$ cat config.mk
export PLATFORM = sky130hd
export DESIGN_NAME = ea_offset_gen
export DESIGN_NICKNAME = d
export VERILOG_FILES = /design/src/rtl/ea_offset_pkg.sv /design/src/rtl/ea_offset_ctrl.sv /design/src/rtl/ea_offset_disp.sv /design/src/rtl/ea_offset_sum.sv /design/src/rtl/ea_offset_gen.sv
export SDC_FILE = /design/constraint.sdc
export NUM_CORES = 1
export LEC_CHECK = 0
export ABC_AREA = 1
export BUFFER_PORTS_ARGS = -buffer_cell sky130_fd_sc_hd__buf_2
export CELL_PAD_IN_SITES_DETAIL_PLACEMENT = 0
export CELL_PAD_IN_SITES_GLOBAL_PLACEMENT = 1
export CORE_ASPECT_RATIO = 0.75
export CORE_UTILIZATION = 36
export CTS_CLUSTER_SIZE = 14
export DETAILED_ROUTE_END_ITERATION = 16
export HOLD_SLACK_MARGIN = 0.06
export PLACE_DENSITY_LB_ADDON = 0.1
export SLEW_MARGIN = 10
export SYNTH_ARGS = -nofsm -noshare
export SYNTH_HDL_FRONTEND = slang
export SYNTH_SLANG_ARGS = --single-unit
$ cat constraint.sdc
create_clock -name clk -period 5.6 [get_ports clk]
set_input_delay 1.12 -clock clk [delete_from_list [all_inputs] [get_ports clk]]
set_output_delay 1.12 -clock clk [all_outputs]
set_load 0.01 [all_outputs]
$ cat src/rtl/ea_offset_pkg.sv
package ea_offset_pkg;

   localparam int unsigned GPR_COUNT = 8;
   localparam logic [1:0]  MOD_REGFORM = 2'd3;
   localparam logic [2:0]  CODE_SIB    = 3'd4;
   localparam logic [2:0]  CODE_NOIDX  = 3'd4;
   localparam logic [2:0]  CODE_ABS    = 3'd5;

   typedef enum logic [2:0] {
      ST_MODRM,
      ST_SIB,
      ST_DISP,
      ST_CALC,
      ST_DONE
   } ea_state_e;

   typedef struct packed {
      logic [1:0] mode;
      logic [2:0] rm;
      logic       has_sib;
      logic [1:0] scale;
      logic [2:0] index;
      logic [2:0] base;
   } ea_fields_t;

   // displacement bytes implied by the addressing byte alone (SIB case decided later)
   function automatic int unsigned disp_after_modrm(input logic [7:0] b, input int unsigned wide);
      logic [1:0] m;
      logic [2:0] r;
      m = b[7:6];
      r = b[2:0];
      if (m == MOD_REGFORM)  return 0;
      if (r == CODE_SIB)     return 0;
      if (m == 2'd1)         return 1;
      if (m == 2'd2)         return wide;
      if (r == CODE_ABS)     return wide;
      return 0;
   endfunction

   function automatic int unsigned disp_after_sib(input logic [1:0] m, input logic [7:0] s,
                                                  input int unsigned wide);
      if (m == 2'd1)             return 1;
      if (m == 2'd2)             return wide;
      if (s[2:0] == CODE_ABS)    return wide;
      return 0;
   endfunction

endpackage

$ cat src/rtl/ea_offset_ctrl.sv
module ea_offset_ctrl
   import ea_offset_pkg::*;
#(
   parameter int unsigned ADDR_W   = 32,
   parameter int unsigned SUM_PIPE = 1,
   localparam int unsigned DISP_BYTES = ADDR_W / 8,
   localparam int unsigned CNT_W      = $clog2(DISP_BYTES + 1),
   localparam int unsigned LEN_W      = $clog2(DISP_BYTES + 3)
) (
   input  logic             clk,
   input  logic             rst_n,
   input  logic             in_valid,
   input  logic [7:0]       in_data,
   output logic             in_ready,
   input  logic             flat_mode,
   input  logic             cs_override,
   input  logic             res_ack,
   output ea_fields_t       fields_o,
   output logic [CNT_W-1:0] disp_len_o,
   output logic             disp_clr_o,
   output logic             disp_wr_o,
   output logic [CNT_W-1:0] disp_idx_o,
   output logic             calc_o,
   output logic             done_o,
   output logic [LEN_W-1:0] len_o,
   output logic             fault_o
);

   ea_state_e        st_q, st_nx, fin_st;
   ea_fields_t       fld_q;
   logic [CNT_W-1:0] need_q, cnt_q;
   logic [CNT_W-1:0] need_m, need_s;
   logic             fault_q;
   logic             take;
   logic             unused_opbits;

   assign unused_opbits = ^{in_data[5], in_data[3]};

   assign fin_st   = (SUM_PIPE != 0) ? ST_CALC : ST_DONE;
   assign in_ready = (st_q == ST_MODRM) || (st_q == ST_SIB) || (st_q == ST_DISP);
   assign take     = in_valid && in_ready;
   assign need_m   = CNT_W'(disp_after_modrm(in_data, DISP_BYTES));
   assign need_s   = CNT_W'(disp_after_sib(fld_q.mode, in_data, DISP_BYTES));

   always_comb begin
      st_nx = st_q;
      unique case (st_q)
         ST_MODRM: if (take) begin
            if (in_data[7:6] == MOD_REGFORM)  st_nx = fin_st;
            else if (in_data[2:0] == CODE_SIB) st_nx = ST_SIB;
            else if (need_m != '0)             st_nx = ST_DISP;
            else                               st_nx = fin_st;
         end
         ST_SIB: if (take) begin
            if (need_s != '0) st_nx = ST_DISP;
            else              st_nx = fin_st;
         end
         ST_DISP: if (take && (cnt_q == need_q - CNT_W'(1))) st_nx = fin_st;
         ST_CALC: st_nx = ST_DONE;
         ST_DONE: if (res_ack) st_nx = ST_MODRM;
         default: st_nx = ST_MODRM;
      endcase
   end

   always_ff @(posedge clk) begin
      if (!rst_n) begin
         st_q    <= ST_MODRM;
         fld_q   <= '0;
         need_q  <= '0;
         cnt_q   <= '0;
         fault_q <= 1'b0;
      end else begin
         st_q <= st_nx;
         if (take) begin
            unique case (st_q)
               ST_MODRM: begin
                  fld_q.mode    <= in_data[7:6];
                  fld_q.rm      <= in_data[2:0];
                  fld_q.has_sib <= (in_data[2:0] == CODE_SIB) && (in_data[7:6] != MOD_REGFORM);
                  fld_q.scale   <= '0;
                  fld_q.index   <= CODE_NOIDX;
                  fld_q.base    <= '0;
                  need_q        <= need_m;
                  cnt_q         <= '0;
                  fault_q       <= flat_mode && in_data[4] && cs_override;
               end
               ST_SIB: begin
                  fld_q.scale <= in_data[7:6];
                  fld_q.index <= in_data[5:3];
                  fld_q.base  <= in_data[2:0];
                  need_q      <= need_s;
               end
               ST_DISP: cnt_q <= cnt_q + CNT_W'(1);
               default: ;
            endcase
         end
      end
   end

   assign fields_o   = fld_q;
   assign disp_len_o = need_q;
   assign disp_clr_o = take && (st_q == ST_MODRM);
   assign disp_wr_o  = take && (st_q == ST_DISP);
   assign disp_idx_o = cnt_q;
   assign calc_o     = (st_q == ST_CALC);
   assign done_o     = (st_q == ST_DONE);
   assign fault_o    = fault_q;
   assign len_o      = LEN_W'(1) + LEN_W'(fld_q.has_sib) + LEN_W'(need_q);

   // a register-form byte ends the collection at once
   p_regform_stops_r7: assert property (@(posedge clk) disable iff (!rst_n)
      (take && (st_q == ST_MODRM) && (in_data[7:6] == MOD_REGFORM)) |=> !in_ready);

   // a SIB byte is awaited right after rm=4 with a memory mod
   p_sib_awaited_r1: assert property (@(posedge clk) disable iff (!rst_n)
      (take && (st_q == ST_MODRM) && (in_data[2:0] == CODE_SIB) && (in_data[7:6] != MOD_REGFORM))
      |=> in_ready);

   // acknowledging a result reopens the byte stream
   p_ack_reopens_r10: assert property (@(posedge clk) disable iff (!rst_n)
      (done_o && res_ack) |=> (in_ready && !done_o));

endmodule

$ cat src/rtl/ea_offset_disp.sv
module ea_offset_disp #(
   parameter int unsigned ADDR_W = 32,
   localparam int unsigned DISP_BYTES = ADDR_W / 8,
   localparam int unsigned CNT_W      = $clog2(DISP_BYTES + 1)
) (
   input  logic              clk,
   input  logic              rst_n,
   input  logic              clr,
   input  logic              wr,
   input  logic [CNT_W-1:0]  idx,
   input  logic [7:0]        byte_in,
   output logic [ADDR_W-1:0] disp_raw
);

   for (genvar g = 0; g < DISP_BYTES; g++) begin : g_lane
      logic [7:0] lane_q;
      always_ff @(posedge clk) begin
         if (!rst_n || clr)                     lane_q <= '0;
         else if (wr && (idx == CNT_W'(g)))     lane_q <= byte_in;
      end
      assign disp_raw[g*8 +: 8] = lane_q;
   end

   // a displacement write never targets a lane past the top byte
   p_lane_in_range_r2: assert property (@(posedge clk) disable iff (!rst_n)
      wr |-> (idx < CNT_W'(DISP_BYTES)));

endmodule

$ cat src/rtl/ea_offset_sum.sv
module ea_offset_sum
   import ea_offset_pkg::*;
#(
   parameter int unsigned ADDR_W = 32,
   localparam int unsigned DISP_BYTES = ADDR_W / 8,
   localparam int unsigned CNT_W      = $clog2(DISP_BYTES + 1)
) (
   input  ea_fields_t                  fields,
   input  logic [GPR_COUNT*ADDR_W-1:0] gpr_flat,
   input  logic [ADDR_W-1:0]           disp_raw,
   input  logic [CNT_W-1:0]            disp_len,
   output logic [ADDR_W-1:0]           offset,
   output logic                        invalid
);

   logic [ADDR_W-1:0] gpr [GPR_COUNT];
   logic [ADDR_W-1:0] base_term, idx_term, disp_term;
   logic [2:0]        base_sel;
   logic              base_on, idx_on, regform;

   for (genvar g = 0; g < GPR_COUNT; g++) begin : g_unpack
      assign gpr[g] = gpr_flat[g*ADDR_W +: ADDR_W];
   end

   assign regform  = (fields.mode == MOD_REGFORM);
   assign base_sel = fields.has_sib ? fields.base : fields.rm;
   assign base_on  = fields.has_sib ? !((fields.mode == 2'd0) && (fields.base == CODE_ABS))
                                    : !((fields.mode == 2'd0) && (fields.rm == CODE_ABS));
   assign idx_on   = fields.has_sib && (fields.index != CODE_NOIDX);

   assign base_term = base_on ? gpr[base_sel] : '0;
   assign idx_term  = idx_on ? (gpr[fields.index] << fields.scale) : '0;
   assign disp_term = (disp_len == CNT_W'(1)) ? {{(ADDR_W-8){disp_raw[7]}}, disp_raw[7:0]}
                                              : disp_raw;

   assign offset  = regform ? '0 : (base_term + idx_term + disp_term);
   assign invalid = regform ||
                    (fields.has_sib && (fields.index == CODE_NOIDX) && (fields.scale != 2'd0));

endmodule

$ cat src/rtl/ea_offset_gen.sv
module ea_offset_gen
   import ea_offset_pkg::*;
#(
   parameter int unsigned ADDR_W   = 32,
   parameter int unsigned SUM_PIPE = 0
) (
   input  logic                          clk,
   input  logic                          rst_n,
   input  logic                          in_valid,
   input  logic [7:0]                    in_data,
   output logic                          in_ready,
   input  logic [8*ADDR_W-1:0]           gpr_flat,
   input  logic                          flat_mode,
   input  logic                          cs_override,
   output logic                          res_valid,
   input  logic                          res_ack,
   output logic [ADDR_W-1:0]             res_offset,
   output logic [$clog2(ADDR_W/8+3)-1:0] res_len,
   output logic                          res_invalid,
   output logic                          res_prot_fault
);

   localparam int unsigned DISP_BYTES = ADDR_W / 8;
   localparam int unsigned CNT_W      = $clog2(DISP_BYTES + 1);
   localparam int unsigned LEN_W      = $clog2(DISP_BYTES + 3);

   if ((ADDR_W % 8) != 0 || ADDR_W < 16) begin : g_bad_width
      $error("ea_offset_gen: ADDR_W must be a multiple of 8 and at least 16");
   end
   if (SUM_PIPE > 1) begin : g_bad_pipe
      $error("ea_offset_gen: SUM_PIPE must be 0 or 1");
   end

   ea_fields_t        fields;
   logic [CNT_W-1:0]  disp_len, disp_idx;
   logic              disp_clr, disp_wr, calc, done, fault;
   logic [LEN_W-1:0]  len;
   logic [ADDR_W-1:0] disp_raw, sum_off;
   logic              sum_inv;

   ea_offset_ctrl #(.ADDR_W(ADDR_W), .SUM_PIPE(SUM_PIPE)) u_ctrl (
      .clk(clk), .rst_n(rst_n), .in_valid(in_valid), .in_data(in_data), .in_ready(in_ready),
      .flat_mode(flat_mode), .cs_override(cs_override), .res_ack(res_ack),
      .fields_o(fields), .disp_len_o(disp_len), .disp_clr_o(disp_clr), .disp_wr_o(disp_wr),
      .disp_idx_o(disp_idx), .calc_o(calc), .done_o(done), .len_o(len), .fault_o(fault)
   );

   ea_offset_disp #(.ADDR_W(ADDR_W)) u_disp (
      .clk(clk), .rst_n(rst_n), .clr(disp_clr), .wr(disp_wr), .idx(disp_idx),
      .byte_in(in_data), .disp_raw(disp_raw)
   );

   ea_offset_sum #(.ADDR_W(ADDR_W)) u_sum (
      .fields(fields), .gpr_flat(gpr_flat), .disp_raw(disp_raw), .disp_len(disp_len),
      .offset(sum_off), .invalid(sum_inv)
   );

   if (SUM_PIPE != 0) begin : g_pipe
      logic [ADDR_W-1:0] off_q;
      logic              inv_q;
      always_ff @(posedge clk) begin
         if (!rst_n) begin
            off_q <= '0;
            inv_q <= 1'b0;
         end else if (calc) begin
            off_q <= sum_off;
            inv_q <= sum_inv;
         end
      end
      assign res_offset  = off_q;
      assign res_invalid = inv_q;
   end else begin : g_comb
      logic unused_calc;
      assign unused_calc = calc;
      assign res_offset  = sum_off;
      assign res_invalid = sum_inv;
   end

   assign res_valid      = done;
   assign res_len        = len;
   assign res_prot_fault = fault;

   // a presented result holds until acknowledged
   p_result_held_r10: assert property (@(posedge clk) disable iff (!rst_n)
      (res_valid && !res_ack) |=> (res_valid && $stable(res_offset) && $stable(res_len)
                                   && $stable(res_invalid) && $stable(res_prot_fault)));

   // the byte count stays within one to two-plus-displacement bytes
   p_len_range_r9: assert property (@(posedge clk) disable iff (!rst_n)
      res_valid |-> ((res_len >= LEN_W'(1)) && (res_len <= LEN_W'(DISP_BYTES + 2))));

endmodule

==> summary.txt, run 1 <==
Syn. warnings - 0
number of cell rows - 53
crit path DAT - 4.32 ns
most frequent cells in the layout - buf_2 (308), o21ai_0 (305), nor2_1 (232)
Area Overhead vs Synth - 33.71%
Post-synth EDFFs - 0
Worst setup SP type - register
Post-Synth Adder-Cell Area - 10.63%
Critical R2R Launch - u_ctrl.st_q[0]
total power divided by cell area - 274.6 mW/mm^2
initial cell density of the core - 37.09%
number of max-cap violations - 0
largest family of logic cells by synthesized area - compound AO/OA/AOI/OAI gates
drt via density - 5.646
placed cell areas - 0.01287 sq mm
Port Buffers - 308
clk_skew - 0.01111 ns
Post-synth top flop - dfxtp_1
slew margin rel. - 17.21%
Avg WL per Cell - 20.27 um
fraction of registers with async set/reset - 0%
post-layout instance area - 0.01404 sq mm
Post-layout nets - 2525
Worst Hold Launch - u_ctrl.fault_o
largest net degree at the start of global routing - 72
Die ar. - 0.02987 sq mm
CTS root buf - clkbuf_16
RR Endpoint - u_ctrl.fields_o[8]
overall routing resource usage - 33.23%
Worst Reg2Reg Path Length in Cells - 6
clock slew at reported path FFs - 0.08 ns
CP required - 4.48 ns
routing usage on met3 - 3.516%
register area share after synthesis - 10.48%
Worst Tran Pin Value - 1.239 ns
Ports - 309
commonest non-fill, non-tap cell in the layout - buf_2
RSZ-0062 raised after global routing - true
Core Footprint - 0.02832 sq mm
worst-case clock buffer depth - 2
status - finished, final reports clean
area share of and/or/nand/nor cells after synthesis - 23.93%
XOR/XNOR share of the synthesized area - 1.168%
drt pass-1 iters - 6
synth unique cells - 51
hold path cells - 2
CP Capture Type - primary output
area leader, netlist - o21ai_0
TritonCTS buffer count - 5
final core utilization - 49.60%
final worst-path cycle share - 97.20%
CTS HTree Levels - 2
Remaining DRCs - 0
mapped cell area - 0.01050 sq mm
via count - 14560
Slew Limit Fails - 0
worst-path maximum fanout - 12
Mapped Avg Cell Area - 5.662 sq um
Die Y - 149.9 um
r2r setup slk - 2.89 ns
leakage power - 6.543 nW
Finish-stage setup viols - 0
hold buffers post-CTS - 0
layout cell share with drive strength beyond 1 - 27.40%
Post-DRT Antenna Nets - 0
vias in the first global route - 13360
worst hold-check path type - reg -> reg
CTS Sinks - 55
GRT busiest layer - met2
top cells by area, synth - o21ai_0 (16%), dfxtp_1 (10%), a21oi_1 (9.4%)
CTS tree - built
DRT Wirelength - 52270 um
RePlAce Congestion - 0.9333
mux share of post-synthesis cell area - 0.09531%
Max IR drop VDD - 0.1424 mV
DP Wirelength - 38510 um
FILL cells - 3085
Synth Area in Compound Gates - 38.65%
First DRT Iteration DRCs - 1275
met2 Use GR - 53.28%
Synth top area share - 15.92%
cells after synthesis - 1855
Tmin final - 5.443 ns
Mapped Nets - 2195
GR Util met1 - 46.37%
grt total ovfl - 0
WHS Endpoint - u_ctrl.fault_o
initial antenna violation count - 6
clock latency on the worst-skew pair - 0.30 ns
FF+latch count, synth - 55
Final Hold Viols - 0
global-route wire length before repair - 76650 um
f_max - 0.1837 GHz
Die W - 199.2 um
kind of critical path - reg -> out
power by group:
part	internal, mW	switching [mW]	leakage [nW]
Clock	0.166	0.153	0.0740
Sequential	0.412	0.0219	0.448
Combinational	1.21	1.89	6.02
Total	1.79	2.07	6.54
through the flow:
stage                     total power, mW  hold slack [ns]  setup slack (ns)  TNS [ns]  cells
after CTS                           3.534           0.4754          -0.01338  -0.01338   2547
after detailed placement            3.144           0.4586           -0.1519    -1.368   2533
after global routing                4.176           0.4837          -0.03276   -0.1214   2574
after global placement              3.127           0.4559           -0.1224   -0.5597   2533
after floorplan                     1.998           0.4485            0.5847         0   1855
final                               3.856           0.4730            0.1565         0   2578
cell families (layout without fill, tap and decap cells):
logic type,count (synthesis),in the layout
DFF,55,55
adders and majority gates,70,70
and+or+nand+nor,608,608
other,0,7
buffers and inverters,362,693
muxes,1,1
xor gates and xnor gates,14,14
AOI/OAI and AO/OA,745,745
synthesized netlist by cell type, types with 7 or more instances:
cell type    n
nand3_1     98
buf_6       15
xor2_1       8
buf_2       35
a21oi_1    198
dfxtp_1     55
o21ai_0    334
buf_1        7
o22ai_1     29
clkbuf_1    51
nand4_1      9
o221ai_1    23
nand2_1    227
fa_1        32
a211oi_1    24
o21ai_1     93
nor2_1     250
inv_1      229
nor3_1       7
o211ai_1     9
buf_4       15
ha_1        38
repair_timing:
| action | CTS | global route |
|---|---|---|
| setup buffers | 3 | 18 |
| resized for setup | 18 | 153 |
| cloned | 3 | 6 |
| pin swaps | 3 | 25 |
| setup endpoints to repair | 20 | 24 |
how the worst max path moves through the flow:
stage,from,endpoint,slack [ns],depth (start not counted)
floorplan,gpr_flat[32],res_offset[27],0.58,19
global placement,gpr_flat[32],res_offset[11],-0.12,22
detailed placement,gpr_flat[194],res_offset[27],-0.15,24
CTS,gpr_flat[194],res_offset[16],-0.01,22
global route,gpr_flat[170],res_offset[22],-0.03,26
finish,u_ctrl.fields_o[8],res_offset[19],0.16,20
sequential cells by signal (all words and copies together), names as in the netlist:
register / cells
u_ctrl.disp_len_o: 2
u_ctrl.disp_idx_o: 3
u_disp.g_lane.lane_q: 32
u_ctrl.st_q: 3
u_ctrl.fault_o: 1
u_ctrl.fields_o: 14
layout make-up:
type	count	area, sq um	area share (%)
clock buffer	5	125.1	0.8909
multi-input combinational	1438	8388	59.73
sequential	55	1112	7.921
inverter	236	899.6	6.406
tap	385	481.7	3.430
clock inverter	3	18.77	0.1336
antenna	7	17.52	0.1247
timing repair inverter	1	7.507	0.05346
timing repair buffer	448	2993	21.31
per-layer routing:
metal  wire, um  vias to the layer above  part of all wire (%)
li1           -                     6964                     -
met1      23200                     6796                    44
met2      23260                      697                    45
met3       4332                       99                   8.3
met4       1470                        0                   2.8
met5          0                        -                     0
worst max-delay path: stages, from the launching register on:
cell and delay [ns]:
dfxtp_4 0.38, buf_4 0.18, nand2_2 0.11, o21a_4 0.28, buf_12 0.19, o21ai_0 0.09, a21oi_1 0.15, o221ai_1 0.22
buf_4 0.21, fa_1 0.53, inv_1 0.04, ha_1 0.30, a21o_1 0.20, o21bai_2 0.21, a21oi_2 0.14, nand2_1 0.09
buf_4 0.16, a21o_1 0.16, xnor2_1 0.15, nor2_1 0.05, buf_2 0.16
(Power assumes the default switching activity.)
==> run 2: changes to the inputs <==
--- a/config.mk
+++ b/config.mk
@@ -18,4 +18,5 @@
 export SLEW_MARGIN = 10
 export SYNTH_ARGS = -nofsm -noshare
 export SYNTH_HDL_FRONTEND = slang
+export SYNTH_HIERARCHICAL = 1
 export SYNTH_SLANG_ARGS = --single-unit
==> summary.txt, run 2 <==
Final TNS setup - 0 ns (unchanged)
RR Endpoint - u_disp/g_lane[3].lane_q[7]
Post-layout nets - 2703 (+7.0%)
overall routing resource usage - 32.86% (-0.38 points)
Syn. warnings - 6 (+6)
Core Footprint - 0.02939 sq mm (+3.8%)
CP Capture Type - primary output
crit path DAT - 4.43 ns (+0.11 ns)
Post-DRT Antenna Nets - 0 (unchanged)
Ports - 309 (unchanged)
worst-path maximum fanout - 4 (-8)
commonest non-fill, non-tap cell in the layout - nand2_1
clk_skew - 0.006218 ns (-0.004896 ns)
CTS tree - built
Overall Power - 3.972 mW (+3.0%)
number of cell rows - 54 (+1.9%)
largest net degree at the start of global routing - 74 (+2.8%)
crit path cell chain - buf_2, o21ai_0, o21ai_2, nand2_1, o211ai_1, o21ai_2, o22ai_2, buf_4, fa_1, ha_4, a21oi_2, o21ai_2, a21oi_2, buf_6, inv_4, nand2_2, nand2_2, a21o_1, nand2_1, nand2_1, nor2_1, buf_2
r2r setup slk - 3.81 ns (+0.92 ns)
Avg WL per Cell - 19.48 um (-3.9%)
clock latency on the worst-skew pair - 0.30 ns (about the same)
drt pass-1 iters - 8 (+2)
Critical R2R Launch - u_ctrl/st_q[0]
number of flip-flops in the largest register - 32 (unchanged)
initial cell density of the core - 37.01% (-0.083 points)
cells after synthesis - 1963 (+5.8%)
worst-case clock buffer depth - 2 (unchanged)
CTS HTree Levels - 2 (unchanged)
CTS root buf - clkbuf_16
Final Hold Viols - 0 (unchanged)
status - finished, final reports clean
Die W - 202.7 um (+1.7%)
RSZ-0062 raised after global routing - true
Worst setup startpoint - gpr_flat[67]
worst hold-check path type - reg -> reg
Max stage delay on crit path - 0.43 ns (-0.10 ns)
Remaining DRCs - 0 (unchanged)
layout cell share with drive strength beyond 1 - 33.04% (+5.6 points)
Mapped Avg Cell Area - 5.541 sq um (-2.1%)
most frequent cells in the layout - nand2_1 (342), buf_2 (306), nor2_1 (267)
via count - 15090 (+3.7%)
Max IR drop VDD - 0.2396 mV (+68%)
TritonCTS buffer count - 5 (unchanged)
grt total ovfl - 0 (unchanged)
Area Overhead vs Synth - 42.64%
DP Wirelength - 42870 um (+11%)
Worst Reg2Reg Path Length in Cells - 9 (+3)
f_max - 0.1802 GHz (-1.9%)
kind of critical path - in -> out
Post-Route Hold Slack - 0.4874 ns (+0.01442 ns)
hold buffers post-CTS - 0 (unchanged)
initial antenna violation count - 15 (+9)
Critical-path top delay cell - fa_1
Port Buffers - 308 (unchanged)
CP required - 4.48 ns (about the same)
RePlAce Congestion - 0.9319 (-0.15%)
Slew Limit Fails - 0 (unchanged)
Worst setup SP type - primary input
Die ar. - 0.03092 sq mm (+3.5%)
number of max-cap violations - 0 (unchanged)
worst setup path endpoint - res_offset[21]
Top reg by flops - u_disp/g_lane.lane_q
fin cells - 2779 (+7.8%)
total power divided by cell area - 256.0 mW/mm^2 (-6.8%)
Die Y - 152.5 um (+1.7%)
DRT Wirelength - 54130 um (+3.6%)
mapped cell area - 0.01088 sq mm (+3.6%)
drt via density - 5.429 (-3.8%)
Tmin final - 5.549 ns (+0.1051 ns)
slew margin rel. - 39.79% (+23 points)
Finish-stage setup viols - 0 (unchanged)
placed cell count - 2732 (+7.9%)
Mapped Nets - 2297 (+4.6%)
leakage power - 7.186 nW (+9.8%)
final worst-path cycle share - 99.08% (+1.9 points)
Worst Tran Pin Value - 0.9010 ns (-0.3378 ns)
CTS Sinks - 55 (unchanged)
global-route wire length before repair - 79500 um (+3.7%)
vias in the first global route - 13670 (+2.3%)
final core utilization - 52.79% (+3.2 points)
First DRT Iteration DRCs - 1447 (+13%)
clock slew at reported path FFs - 0.08 ns (about the same)
[run 2: repair_timing]
action	4_1_cts	5_1_grt
pin swaps	7	92
gates cloned	1	2
resized for setup	44	296
setup endpoints to repair	24	24
setup buffers	6	14
[run 2: final cells by class]
type,instances,area [sq um]
diodes,17,42.54
well taps,392,490.5
repair inverters,1,7.507
multi-input cells,1516,9210
fillers,3148,13880
repair buffers,525,3495
clock inverters,3,23.77
flip-flops and latches,55,1107
clock buffers,5,125.1
inverters,265,1013
[run 2: worst min path at each step]
stage	startpoint	end	slack, ns	cells past startpoint
after CTS	u_disp/g_lane[2].lane_q[5]	u_disp/g_lane[2].lane_q[5]	0.49	2
final	u_disp/g_lane[3].lane_q[1]	u_disp/g_lane[3].lane_q[1]	0.49	2
after floorplan	u_ctrl/fields_o[5]	u_ctrl/fields_o[5]	0.44	2
after global placement	u_ctrl/fields_o[0]	u_ctrl/fields_o[0]	0.47	2
after global routing	u_disp/g_lane[1].lane_q[2]	u_disp/g_lane[1].lane_q[2]	0.52	2
after detailed placement	u_disp/g_lane[2].lane_q[5]	u_disp/g_lane[2].lane_q[5]	0.47	2
[run 2: report_power, final]
| group | total [mW] | internal (mW) | switching (mW) |
|---|---|---|---|
| Clock | 0.326 | 0.170 | 0.156 |
| Combinational | 3.20 | 1.31 | 1.90 |
| Sequential | 0.443 | 0.414 | 0.0288 |
[run 2: layer usage]
| metal | share of wire (%) | wire length [um] | vias to the layer above | track usage [%] |
|---|---|---|---|---|
| met3 | 9.2 | 4959 | 40 | 5.475 |
| met4 | 1.2 | 646 | 4 | 6.230 |
| li1 | - | - | 7363 | - |
| met5 | 0.063 | 34 | - | 0 |
| met2 | 43 | 23390 | 692 | 49.02 |
| met1 | 46 | 25100 | 6989 | 49.14 |
[run 2: per-stage QoR]
stage | cell area [sq um] | setup WS (ns)
CTS | 14310 | -0.01644
floorplan | 10880 | 0.4150
detailed placement | 13970 | -0.4332
global route | 15510 | -0.09344
global placement | 13970 | -0.3616
finish | 15510 | 0.05143
[run 2: critical path: cells and delay by family]
family	cells	cell delay [ns]
AOI/OAI and AO/OA	9	1.56
adders and majority gates	2	0.71
buffers and inverters	5	0.56
and+or+nand+nor	6	0.45
